File: config.mk
export PLATFORM = sky130hd
export DESIGN_NAME = dram_addr_map
export DESIGN_NICKNAME = d
export VERILOG_FILES = /design/src/rtl/dram_map_pkg.sv /design/src/rtl/dram_cfg_shadow.sv /design/src/rtl/dram_size_calc.sv /design/src/rtl/dram_field_slicer.sv /design/src/rtl/dram_addr_map.sv
export SDC_FILE = /design/constraint.sdc
export NUM_CORES = 1
export LEC_CHECK = 0
export BUFFER_PORTS_ARGS = -buffer_cell sky130_fd_sc_hd__buf_2
export CAP_MARGIN = 30
export CORE_UTILIZATION = 53
export CTS_CLUSTER_SIZE = 30
export DETAILED_ROUTE_END_ITERATION = 8
export HOLD_SLACK_MARGIN = 0.15
export PLACE_DENSITY = 0.89
export SYNTH_ARGS = -nofsm -noshare
export SYNTH_HDL_FRONTEND = slang
export SYNTH_SLANG_ARGS = --single-unit
File: constraint.sdc
create_clock -name clk -period 6.64 [get_ports clk]
set_input_delay 0.664 -clock clk [delete_from_list [all_inputs] [get_ports clk]]
set_output_delay 0.664 -clock clk [all_outputs]
set_load 0.005 [all_outputs]
File: src/rtl/dram_map_pkg.sv
package dram_map_pkg;

  typedef enum logic [1:0] {
    ORD_CS_ROW_BANK_COL = 2'd0,
    ORD_ROW_CS_BANK_COL = 2'd2
  } map_order_e;

  // Byte-lane offset bits for an interface width code; ECC codes count data lanes only.
  function automatic logic [1:0] lane_bits(input logic [2:0] code);
    case (code)
      3'd1, 3'd3: return 2'd1;
      3'd2, 3'd4: return 2'd2;
      default:    return 2'd0;
    endcase
  endfunction

  // Keep the lowest w bits of v.
  function automatic logic [63:0] take_field(input logic [63:0] v, input logic [7:0] w);
    return v & ((64'd1 << w) - 64'd1);
  endfunction

  // log2 of the addressable size in bytes.
  function automatic logic [7:0] size_log2(input logic [7:0] r, input logic [7:0] b,
                                           input logic [7:0] c, input logic [7:0] cs,
                                           input logic [7:0] lane);
    return r + b + c + cs + lane;
  endfunction

endpackage

File: src/rtl/dram_cfg_shadow.sv
module dram_cfg_shadow
  import dram_map_pkg::*;
#(
  parameter int ROW_CFG_W   = 6,
  parameter int BANK_CFG_W  = 3,
  parameter int COL_CFG_W   = 4,
  parameter int ROW_LIMIT   = 31,
  parameter int DEFAULT_ROW = 14,
  parameter int RESET_BANK  = 3,
  parameter int RESET_COL   = 10,
  parameter int RESET_WCODE = 2
) (
  input  logic                  clk,
  input  logic                  rst_n,
  input  logic                  apply,
  input  logic [ROW_CFG_W-1:0]  row_in,
  input  logic [BANK_CFG_W-1:0] bank_in,
  input  logic [COL_CFG_W-1:0]  col_in,
  input  logic                  two_cs_in,
  input  logic [2:0]            wcode_in,
  output logic [ROW_CFG_W-1:0]  row_q,
  output logic [BANK_CFG_W-1:0] bank_q,
  output logic [COL_CFG_W-1:0]  col_q,
  output logic                  two_cs_q,
  output logic [1:0]            lane_q,
  output map_order_e            order_q
);

  localparam logic [ROW_CFG_W-1:0]  ROW_RST  = ROW_CFG_W'(DEFAULT_ROW);
  localparam logic [BANK_CFG_W-1:0] BANK_RST = BANK_CFG_W'(RESET_BANK);
  localparam logic [COL_CFG_W-1:0]  COL_RST  = COL_CFG_W'(RESET_COL);
  localparam logic [2:0]            WC_RST   = 3'(RESET_WCODE);

  logic                 row_ok;
  logic [ROW_CFG_W-1:0] row_next;

  assign row_ok   = (int'(row_in) <= ROW_LIMIT);
  assign row_next = row_ok ? row_in : ROW_RST;

  always_ff @(posedge clk or negedge rst_n) begin
    if (!rst_n) begin
      row_q    <= ROW_RST;
      bank_q   <= BANK_RST;
      col_q    <= COL_RST;
      two_cs_q <= 1'b0;
      lane_q   <= lane_bits(WC_RST);
      order_q  <= ORD_CS_ROW_BANK_COL;
    end else if (apply) begin
      row_q    <= row_next;
      bank_q   <= bank_in;
      col_q    <= col_in;
      two_cs_q <= two_cs_in;
      lane_q   <= lane_bits(wcode_in);
      order_q  <= two_cs_in ? ORD_ROW_CS_BANK_COL : ORD_CS_ROW_BANK_COL;
    end
  end

endmodule

File: src/rtl/dram_size_calc.sv
module dram_size_calc
  import dram_map_pkg::*;
#(
  parameter int ADDR_W     = 32,
  parameter int SIZE_W     = 64,
  parameter int ROW_CFG_W  = 6,
  parameter int BANK_CFG_W = 3,
  parameter int COL_CFG_W  = 4
) (
  input  logic [ADDR_W-1:0]     addr,
  input  logic [ROW_CFG_W-1:0]  row,
  input  logic [BANK_CFG_W-1:0] bank,
  input  logic [COL_CFG_W-1:0]  col,
  input  logic                  two_cs,
  input  logic [1:0]            lane,
  output logic [SIZE_W-1:0]     size,
  output logic                  oor
);

  logic [7:0] log2_size;

  assign log2_size = size_log2(8'(row), 8'(bank), 8'(col), 8'(two_cs), 8'(lane));
  assign size      = SIZE_W'(1) << log2_size;
  assign oor       = (SIZE_W'(addr) >= size);

endmodule

File: src/rtl/dram_field_slicer.sv
module dram_field_slicer
  import dram_map_pkg::*;
#(
  parameter int ADDR_W     = 32,
  parameter int ROW_CFG_W  = 6,
  parameter int BANK_CFG_W = 3,
  parameter int COL_CFG_W  = 4,
  parameter int ROW_OUT_W  = 31,
  parameter int BANK_OUT_W = 7,
  parameter int COL_OUT_W  = 15
) (
  input  logic [ADDR_W-1:0]     addr,
  input  logic [ROW_CFG_W-1:0]  row,
  input  logic [BANK_CFG_W-1:0] bank,
  input  logic [COL_CFG_W-1:0]  col,
  input  logic                  two_cs,
  input  logic [1:0]            lane,
  input  map_order_e            order,
  output logic                  cs_f,
  output logic [ROW_OUT_W-1:0]  row_f,
  output logic [BANK_OUT_W-1:0] bank_f,
  output logic [COL_OUT_W-1:0]  col_f
);

  logic [63:0] a_lane, a_bank, a_top;
  logic [63:0] col_full, bank_full, row_full, cs_full;

  always_comb begin
    a_lane    = 64'(addr) >> lane;
    col_full  = take_field(a_lane, 8'(col));
    a_bank    = a_lane >> col;
    bank_full = take_field(a_bank, 8'(bank));
    a_top     = a_bank >> bank;
    if (order == ORD_CS_ROW_BANK_COL) begin
      row_full = take_field(a_top, 8'(row));
      cs_full  = take_field(a_top >> row, 8'(two_cs));
    end else begin
      cs_full  = take_field(a_top, 8'(two_cs));
      row_full = take_field(a_top >> two_cs, 8'(row));
    end
  end

  assign col_f  = COL_OUT_W'(col_full);
  assign bank_f = BANK_OUT_W'(bank_full);
  assign row_f  = ROW_OUT_W'(row_full);
  assign cs_f   = 1'(cs_full);

endmodule

File: src/rtl/dram_addr_map.sv
module dram_addr_map
  import dram_map_pkg::*;
#(
  parameter int ADDR_W         = 32,
  parameter int ROW_FIELD_MAX  = 31,
  parameter int BANK_FIELD_MAX = 7,
  parameter int COL_FIELD_MAX  = 15,
  parameter int DEFAULT_ROW    = 14,
  parameter int SIZE_W         = 64
) (
  input  logic                      clk,
  input  logic                      rst_n,
  input  logic                      cfg_apply,
  input  logic [5:0]                cfg_row_bits,
  input  logic [2:0]                cfg_bank_bits,
  input  logic [3:0]                cfg_col_bits,
  input  logic                      cfg_two_cs,
  input  logic [2:0]                cfg_if_width,
  input  logic [ADDR_W-1:0]         addr,
  output logic                      map_cs,
  output logic [ROW_FIELD_MAX-1:0]  map_row,
  output logic [BANK_FIELD_MAX-1:0] map_bank,
  output logic [COL_FIELD_MAX-1:0]  map_col,
  output logic                      map_oor,
  output logic [SIZE_W-1:0]         map_size
);

  localparam int ROW_CFG_W  = 6;
  localparam int BANK_CFG_W = $clog2(BANK_FIELD_MAX + 1);
  localparam int COL_CFG_W  = $clog2(COL_FIELD_MAX + 1);

  // Active settings, brought out by name for the checker.
  logic [ROW_CFG_W-1:0]  eff_row;
  logic [BANK_CFG_W-1:0] eff_bank;
  logic [COL_CFG_W-1:0]  eff_col;
  logic                  eff_two_cs;
  logic [1:0]            eff_lane;
  map_order_e            eff_order;

  dram_cfg_shadow #(
    .ROW_CFG_W  (ROW_CFG_W),
    .BANK_CFG_W (BANK_CFG_W),
    .COL_CFG_W  (COL_CFG_W),
    .ROW_LIMIT  (ROW_FIELD_MAX),
    .DEFAULT_ROW(DEFAULT_ROW),
    .RESET_BANK (3),
    .RESET_COL  (10),
    .RESET_WCODE(2)
  ) u_shadow (
    .clk      (clk),
    .rst_n    (rst_n),
    .apply    (cfg_apply),
    .row_in   (cfg_row_bits),
    .bank_in  (cfg_bank_bits),
    .col_in   (cfg_col_bits),
    .two_cs_in(cfg_two_cs),
    .wcode_in (cfg_if_width),
    .row_q    (eff_row),
    .bank_q   (eff_bank),
    .col_q    (eff_col),
    .two_cs_q (eff_two_cs),
    .lane_q   (eff_lane),
    .order_q  (eff_order)
  );

  dram_size_calc #(
    .ADDR_W    (ADDR_W),
    .SIZE_W    (SIZE_W),
    .ROW_CFG_W (ROW_CFG_W),
    .BANK_CFG_W(BANK_CFG_W),
    .COL_CFG_W (COL_CFG_W)
  ) u_size (
    .addr  (addr),
    .row   (eff_row),
    .bank  (eff_bank),
    .col   (eff_col),
    .two_cs(eff_two_cs),
    .lane  (eff_lane),
    .size  (map_size),
    .oor   (map_oor)
  );

  dram_field_slicer #(
    .ADDR_W    (ADDR_W),
    .ROW_CFG_W (ROW_CFG_W),
    .BANK_CFG_W(BANK_CFG_W),
    .COL_CFG_W (COL_CFG_W),
    .ROW_OUT_W (ROW_FIELD_MAX),
    .BANK_OUT_W(BANK_FIELD_MAX),
    .COL_OUT_W (COL_FIELD_MAX)
  ) u_slice (
    .addr  (addr),
    .row   (eff_row),
    .bank  (eff_bank),
    .col   (eff_col),
    .two_cs(eff_two_cs),
    .lane  (eff_lane),
    .order (eff_order),
    .cs_f  (map_cs),
    .row_f (map_row),
    .bank_f(map_bank),
    .col_f (map_col)
  );

endmodule

# [Word level (Yosys, flattened, before mapping)]
# Index checks and enable logic that the tools add are counted.
[word_totals] reg_bits=18 inputBits=52 out_inout_bits=119 elab_cells=44
[classes] n_addsub=8 magnitude_cmp=2 n_eq_ne=4 shift=10 muxes=5 bitwise_logic=6 reduce_logical=3
[op_table] op="greater-or-equal comparator 32 x 64 -> 1 bit" n=1
[op_table] op="<< shifter 1 x 8 -> 64 bit, first input constant" n=1
[op_table] op=">> shifter 32 x 2 -> 64 bit" n=1
[op_table] op=">> shifter 64 x 1 -> 31 bit" n=1
[op_table] op=">> shifter 64 x 3 -> 64 bit" n=1
[op_table] op=">> shifter 64 x 4 -> 64 bit" n=1
[op_table] op=">> shifter 64 x 6 -> 1 bit" n=1
[op_table] op="AND 31 bit" n=2
[op_table] op="2-to-1 mux 31 bit" n=1
[op_table] op="<< shifter 1 x 6 -> 31 bit, first input constant" n=1
[op_table] op="subtractor 31 x 1 -> 31 bit, second input constant" n=1
[op_table] op="AND 15 bit" n=1
[op_table] op="<< shifter 1 x 4 -> 15 bit, first input constant" n=1
[op_table] op="subtractor 15 x 1 -> 15 bit, second input constant" n=1
[op_table] op="adder 8 x 1 -> 8 bit" n=1
[op_table] op="adder 8 x 2 -> 8 bit" n=1
[op_table] op="adder 8 x 4 -> 8 bit" n=1
[op_table] op="adder 6 x 3 -> 7 bit" n=1
[op_table] op="AND 7 bit" n=1
[op_table] op="<< shifter 1 x 3 -> 7 bit, first input constant" n=1
[op_table] op="subtractor 7 x 1 -> 7 bit, second input constant" n=1
[op_table] op="== test 3 x 2 -> 1 bit, second input constant" n=2
[op_table] op="less-or-equal comparator 6 x 5 -> 1 bit, second input constant" n=1
[op_table] op="2-to-1 mux 6 bit" n=1
[op_table] op="10 further kinds" n=12

# [Longest topological paths before layout]
[logic_depth] depth_word=6 ltp_mapped=29 depth_no_buf=26

# [Hierarchy]
# From an unflattened synthesis, not the netlist that was laid out.
[unflattened] cells_unflattened=1184 hier_area_um2=8918.6
[modules_own_cells] mod="dram_field_slicer" instances=1 cells_each=859 area_per_inst_um2=6366.1 seq_area_each_um2=0.0
[modules_own_cells] mod="dram_size_calc" instances=1 cells_each=273 area_per_inst_um2=1874.3 seq_area_each_um2=0.0
[modules_own_cells] mod="dram_cfg_shadow" instances=1 cells_each=52 area_per_inst_um2=678.2 seq_area_each_um2=410.4

# [Worst setup path before layout]
# OpenSTA, ideal clock, no wires.
[synth_path] path_kind="register to output" from="register u_shadow.lane_q[1]" to="output port map_oor" t_arrival_ns=5.688 t_required_ns=5.976 path_slack_ns=0.288 path_stages_with_launch=29 n_path_buf=5 path_cell_list="dfstp_2 -> buf_2 -> inv_2 -> buf_2 -> buf_2 -> buf_1 -> fa_1 -> inv_1 -> ha_1 -> a21o_1 -> a21oi_1 -> o21ai_0 -> a21oi_1 -> mux2_2 -> a21oi_1 -> o21ai_0 -> nand2_1 -> clkbuf_1 -> nor2_1 -> ha_1 -> nand2b_1 -> a21o_1 -> a21o_1 -> a21oi_1 -> nor2b_1 -> o21ai_0 -> a221oi_1 -> o211ai_1 -> a31oi_1"
[synth_between] elab_chain_cells=3
[synth_rtl] element="start, declared" line="dram_cfg_shadow.sv:25" rtl="output logic [1:0] lane_q,"
[synth_rtl] element="start signal, assigned" line="dram_cfg_shadow.sv:46" rtl="lane_q <= lane_bits(WC_RST);"
[synth_rtl] element="start signal, assigned" line="dram_cfg_shadow.sv:53" rtl="lane_q <= lane_bits(wcode_in);"
[synth_rtl] element="adder 8 x 2 -> 8 bit" line="dram_map_pkg.sv:26" rtl="return r + b + c + cs + lane;"
[synth_rtl] element="<< shifter 1 x 8 -> 64 bit" line="dram_size_calc.sv:23" rtl="assign size = SIZE_W'(1) << log2_size;"
[synth_rtl] element="named net map_size[0]" line="dram_addr_map.sv:25" rtl="output logic [SIZE_W-1:0] map_size"
[synth_rtl] element="greater-or-equal comparator 32 x 64 -> 1 bit" line="dram_size_calc.sv:24" rtl="assign oor = (SIZE_W'(addr) >= size);"
[synth_rtl] element="end, declared" line="dram_addr_map.sv:24" rtl="output logic map_oor,"
# The timed path passes the listed nets, and every way through them passes these cells.

# [Final worst setup path]
[layout_path] from="register u_shadow.row_q[0]" to="output port map_oor"
[layout_between] elab_chain_cells=6
[layout_rtl] element="start, declared" line="dram_cfg_shadow.sv:21" rtl="output logic [ROW_CFG_W-1:0] row_q,"
[layout_rtl] element="start signal, assigned" line="dram_cfg_shadow.sv:49" rtl="row_q <= row_next;"
[layout_rtl] element="adder 6 x 3 -> 7 bit" line="dram_map_pkg.sv:26"
[layout_rtl] element="adder 8 x 4 -> 8 bit" line="dram_map_pkg.sv:26"
[layout_rtl] element="adder 8 x 1 -> 8 bit" line="dram_map_pkg.sv:26"
[layout_rtl] element="adder 8 x 2 -> 8 bit" line="dram_map_pkg.sv:26"
[layout_rtl] element="<< shifter 1 x 8 -> 64 bit" line="dram_size_calc.sv:23"
[layout_rtl] element="greater-or-equal comparator 32 x 64 -> 1 bit" line="dram_size_calc.sv:24"
# Every way passes these cells.

==> results.py <==
metrics = {
    "pwr": {
        "power.leakage_nw": 4.00,
        "clockPowerShare_pct": 6.4,
        "p_seq_share_pct": 5.8,
        "swShare_pct": 58.6,
        "power.total_mw": 2.07,
        "p_sw_mw": 1.21,
        "p_comb_share_pct": 87.8,
        "power.density_nw_per_um2": 219,
        "vdd_drop_max_mv": 0.299,
        "p_int_uw": 859,
    },
    "layout": {
        "layout.nets": 1447,
        "utilization_pct": 61.5,
        "area_growth_pct": 11.5,
        "diodes": 0,
        "layout-drive-gt1-share_pct": 23.1,
        "layoutNonFillerInstCount": 1556,
    },
    "min_path": {
        "min_path_type": "in2async",
    },
    "sta": {
        "period_minus_slack_ps": 6340,
        "finalMaxSlewViolations": 0,
        "timing.slew.headroom_pct": 28.4,
        "hold_slack_ps": 323,
        "tightest_slew_ps": 1070,
        "finalCritPeriodShare_pct": 95.6,
        "fin_ws_ps": 295,
        "finClkSkew_ps": 0,
        "setup_violations": 0,
        "fmax_ghz": 0.158,
        "hold_viol_final": 0,
    },
    "route": {
        "drtAntennaViolNets": 0,
        "wl_um": 31600,
        "drc": 0,
        "drtPass1Iterations": 6,
        "wl_per_cell_um": 20.3,
        "vias_per_cell": 6.90,
        "num_vias": 10700,
        "drt_iter0_markers": 1540,
    },
    "synth": {
        "synth-adder-area-share_pct": 7.56,
        "syn_area_um2": 8510,
        "synth_edf_count": 0,
        "synth_top_family_by_area": "compound AO/OA/AOI/OAI gates",
        "synth-compound-area-share_pct": 33.1,
        "yosys_warnings": 0,
        "yosys.area_share.simple_pct": 27.3,
        "yosysSeqAreaShare_pct": 4.82,
        "synth_fp_nets": 1351,
        "synthXorXnorAreaFrac_pct": 1.24,
        "synth_seq_cells": 16,
        "synthArstFlopShare_pct": 100,
        "yosys_most_used_dff": "dfstp_2",
        "syn_area_per_cell_um2": 6.81,
        "synth_mux_area_share_pct": 19.3,
        "syn_inst": 1250,
        "ys_types": 89,
    },
    "clock_network": {
        "root_buffer": "clkbuf_16",
        "clk_pin_slew_ps": 50,
        "cts_max_level": 1,
        "ctsHoldBuffers": 0,
        "cts_tree": "done",
        "numClockSinks": 16,
        "cts_made_buffers": 3,
        "insertion_delay_ps": 250,
        "cts.path.max_buffers": 2,
    },
    "setup_path": {
        "path_class": "reg2out",
        "crit_top_cell": "a21o_1",
        "worstSetupStartpointType": "register",
        "worstPathArrival_ps": 5680,
        "required_ps": 5980,
        "critPathMaxStageDelay_ps": 560,
        "critPathSlowestCell": "fa_2",
        "crit_fanout": 16,
        "cp-end-kind": "primary output",
    },
    "grt": {
        "grt_first_pass_wirelength_um": 49800,
        "grt_pass1_vias": 9487,
        "grt_max_degree": 69,
        "antenna_found_initial": 0,
        "grt_usage_pct": 37.2,
        "globalRouteOverflowTotal": 0,
    },
    "status": {
        "outcome": "complete, no violations",
    },
    "floorplan": {
        "fp.dieW_um": 129,
        "die_h_um": 129,
        "fp.coreArea_um2": 15400,
        "start_util_pct": 55.1,
        "io_pins": 171,
        "fp-row-count": 45,
        "dieArea_um2": 16600,
    },
    "placement": {
        "io_buffers": 170,
        "place_ws_ps": 477,
        "gp_congestion": 1.00,
        "place_inst": 1550,
        "post-dp-hpwl_um": 23700,
    },
    "run": {
        "drv_cap": 0,
    },
}
## flip-flops by register name (all words and copies together), names as in the netlist
name / count
u_shadow.col_q: 4
u_shadow.lane_q: 2
u_shadow.row_q: 6
u_shadow.bank_q: 3
u_shadow.order_q: 1
## cell usage after synthesis (all sizes together), types with 9 or more instances
library cell	n	area share, %
buf	40	2.5
mux2i	56	6.7
and2	15	1.1
nor2	189	8.3
xnor2	9	0.93
or2	12	0.88
nor2b	14	1.0
mux2	36	4.9
o211ai	16	1.4
a21o	16	1.4
a2111oi	13	1.6
nand2b	14	1.0
and3	12	0.88
a31oi	11	0.81
nand3	32	1.9
a22oi	24	2.1
o22a	9	0.93
a221oi	12	1.2
a22o	10	1.0
mux4	29	7.7
a21oi	70	4.2
o21ai	86	5.1
nand2	155	6.8
a211oi	29	2.6
inv	27	1.2
ha	45	6.6
o22ai	19	1.5
clkbuf	67	3.0
nand4	10	0.74
nor3	36	2.1
## power by group through the flow
stage	Combinational, mW	Clock [mW]	Sequential, mW
global placement	1.72	0	0.120
CTS	1.75	0.132	0.119
finish	1.82	0.132	0.120
floorplan	1.22	0	0.116
detailed placement	1.74	0	0.120
global route	1.96	0.138	0.121
## timing repair
item / 4_1_cts / 5_1_grt
setup endpoints to repair: 0 / 1
resized for setup: 0 / 9
setup buffers: 0 / 2
## path summary, 6_finish.rpt
| path | from | endpoint | slack [ps] | depth (start not counted) |
|---|---|---|---|---|
| max | u_shadow.row_q[0] | map_oor | 300 | 28 |
| min | rst_n | u_shadow.row_q[4] | 320 | 1 |
| max reg2reg | u_shadow.bank_q[2] | u_shadow.bank_q[2] | 4760 | 3 |
| min reg2reg | u_shadow.row_q[1] | u_shadow.row_q[1] | 590 | 2 |
| max in group asynchronous | rst_n | u_shadow.col_q[3] | 6000 | 1 |
| min in group clk | u_shadow.row_q[1] | u_shadow.row_q[1] | 590 | 2 |
## metal layers
| layer | GRT usage [%] | wire length (um) | vias to the layer above |
|---|---|---|---|
| met3 | 6.61 | 3700 | 138 |
| met4 | 12.6 | 1100 | 0 |
| li1 | - | - | 4923 |
| met1 | 49.2 | 12400 | 4852 |
| met5 | 0 | 0 | - |
| met2 | 61.1 | 14500 | 831 |
## critical path, delay by kind of cell (launching register included)
| kind | cells | cell delay (ps) |
|---|---|---|
| buf+inv | 5 | 620 |
| fa+ha+maj | 5 | 1790 |
| simple gates | 4 | 270 |
| compound gates | 13 | 2010 |
| flops | 1 | 380 |
| mux | 1 | 350 |
## layout make-up
| cell class | instances | area [um2] |
|---|---|---|
| Sequential cell | 16 | 412 |
| Fill cell | 1425 | 5940 |
| Timing Repair Buffer | 198 | 1060 |
| Clock buffer | 4 | 88.8 |
| Multi-Input combinational cell | 1098 | 7550 |
| Inverter | 29 | 109 |
| Tap cell | 211 | 264 |
## cells by family after synthesis
group           Yosys count
buf+inv                 136
fa+ha+maj                49
flops                    16
xor+xnor                 12
mux                     121
compound gates          400
simple gates            516
## metrics by stage
step                      area, um2  setup TNS, ps
after detailed placement       9350              0
after CTS                      9440              0
final                          9490              0
after global routing           9490          -12.3
after global placement         9350              0
after floorplan                8510              0
## cell usage in the layout (no fill, tap or decap), types with 5 or more instances in the layout
| cell | netlist | layout |
|---|---|---|
| nor2_1 | 189 | 188 |
| inv_1 | 26 | 26 |
| mux4_2 | 29 | 29 |
| o21ai_0 | 83 | 83 |
| a32oi_1 | 8 | 8 |
| a21oi_1 | 69 | 66 |
| a311oi_1 | 6 | 6 |
| nor3_1 | 36 | 36 |
| o221ai_1 | 8 | 8 |
| a2bb2oi_1 | 7 | 7 |
| o31ai_1 | 8 | 8 |
| nor4_1 | 5 | 5 |
| dfrtp_1 | 8 | 7 |
| nand2b_1 | 14 | 14 |
| o211ai_1 | 16 | 16 |
| nand2_1 | 155 | 155 |
| a22o_1 | 10 | 10 |
| a2111oi_0 | 10 | 10 |
| o22a_1 | 9 | 9 |
| buf_4 | 3 | 28 |
| and3_1 | 12 | 12 |
| a21o_1 | 16 | 16 |
| ha_1 | 45 | 45 |
| o22ai_1 | 18 | 18 |
| nand4_1 | 10 | 10 |
| a31oi_1 | 11 | 10 |
| mux2i_1 | 55 | 55 |
| a221oi_1 | 12 | 12 |
| a22oi_1 | 24 | 24 |
| or2_2 | 10 | 10 |
| buf_2 | 12 | 170 |
| and2_1 | 13 | 13 |
| nand3b_1 | 5 | 5 |
| a211oi_1 | 28 | 28 |
| nor2b_1 | 14 | 14 |
| nand3_1 | 32 | 32 |
| dfstp_2 | 8 | 8 |
| xnor2_1 | 9 | 9 |
| mux2_2 | 34 | 34 |
Power figures use the tool's default switching activity.
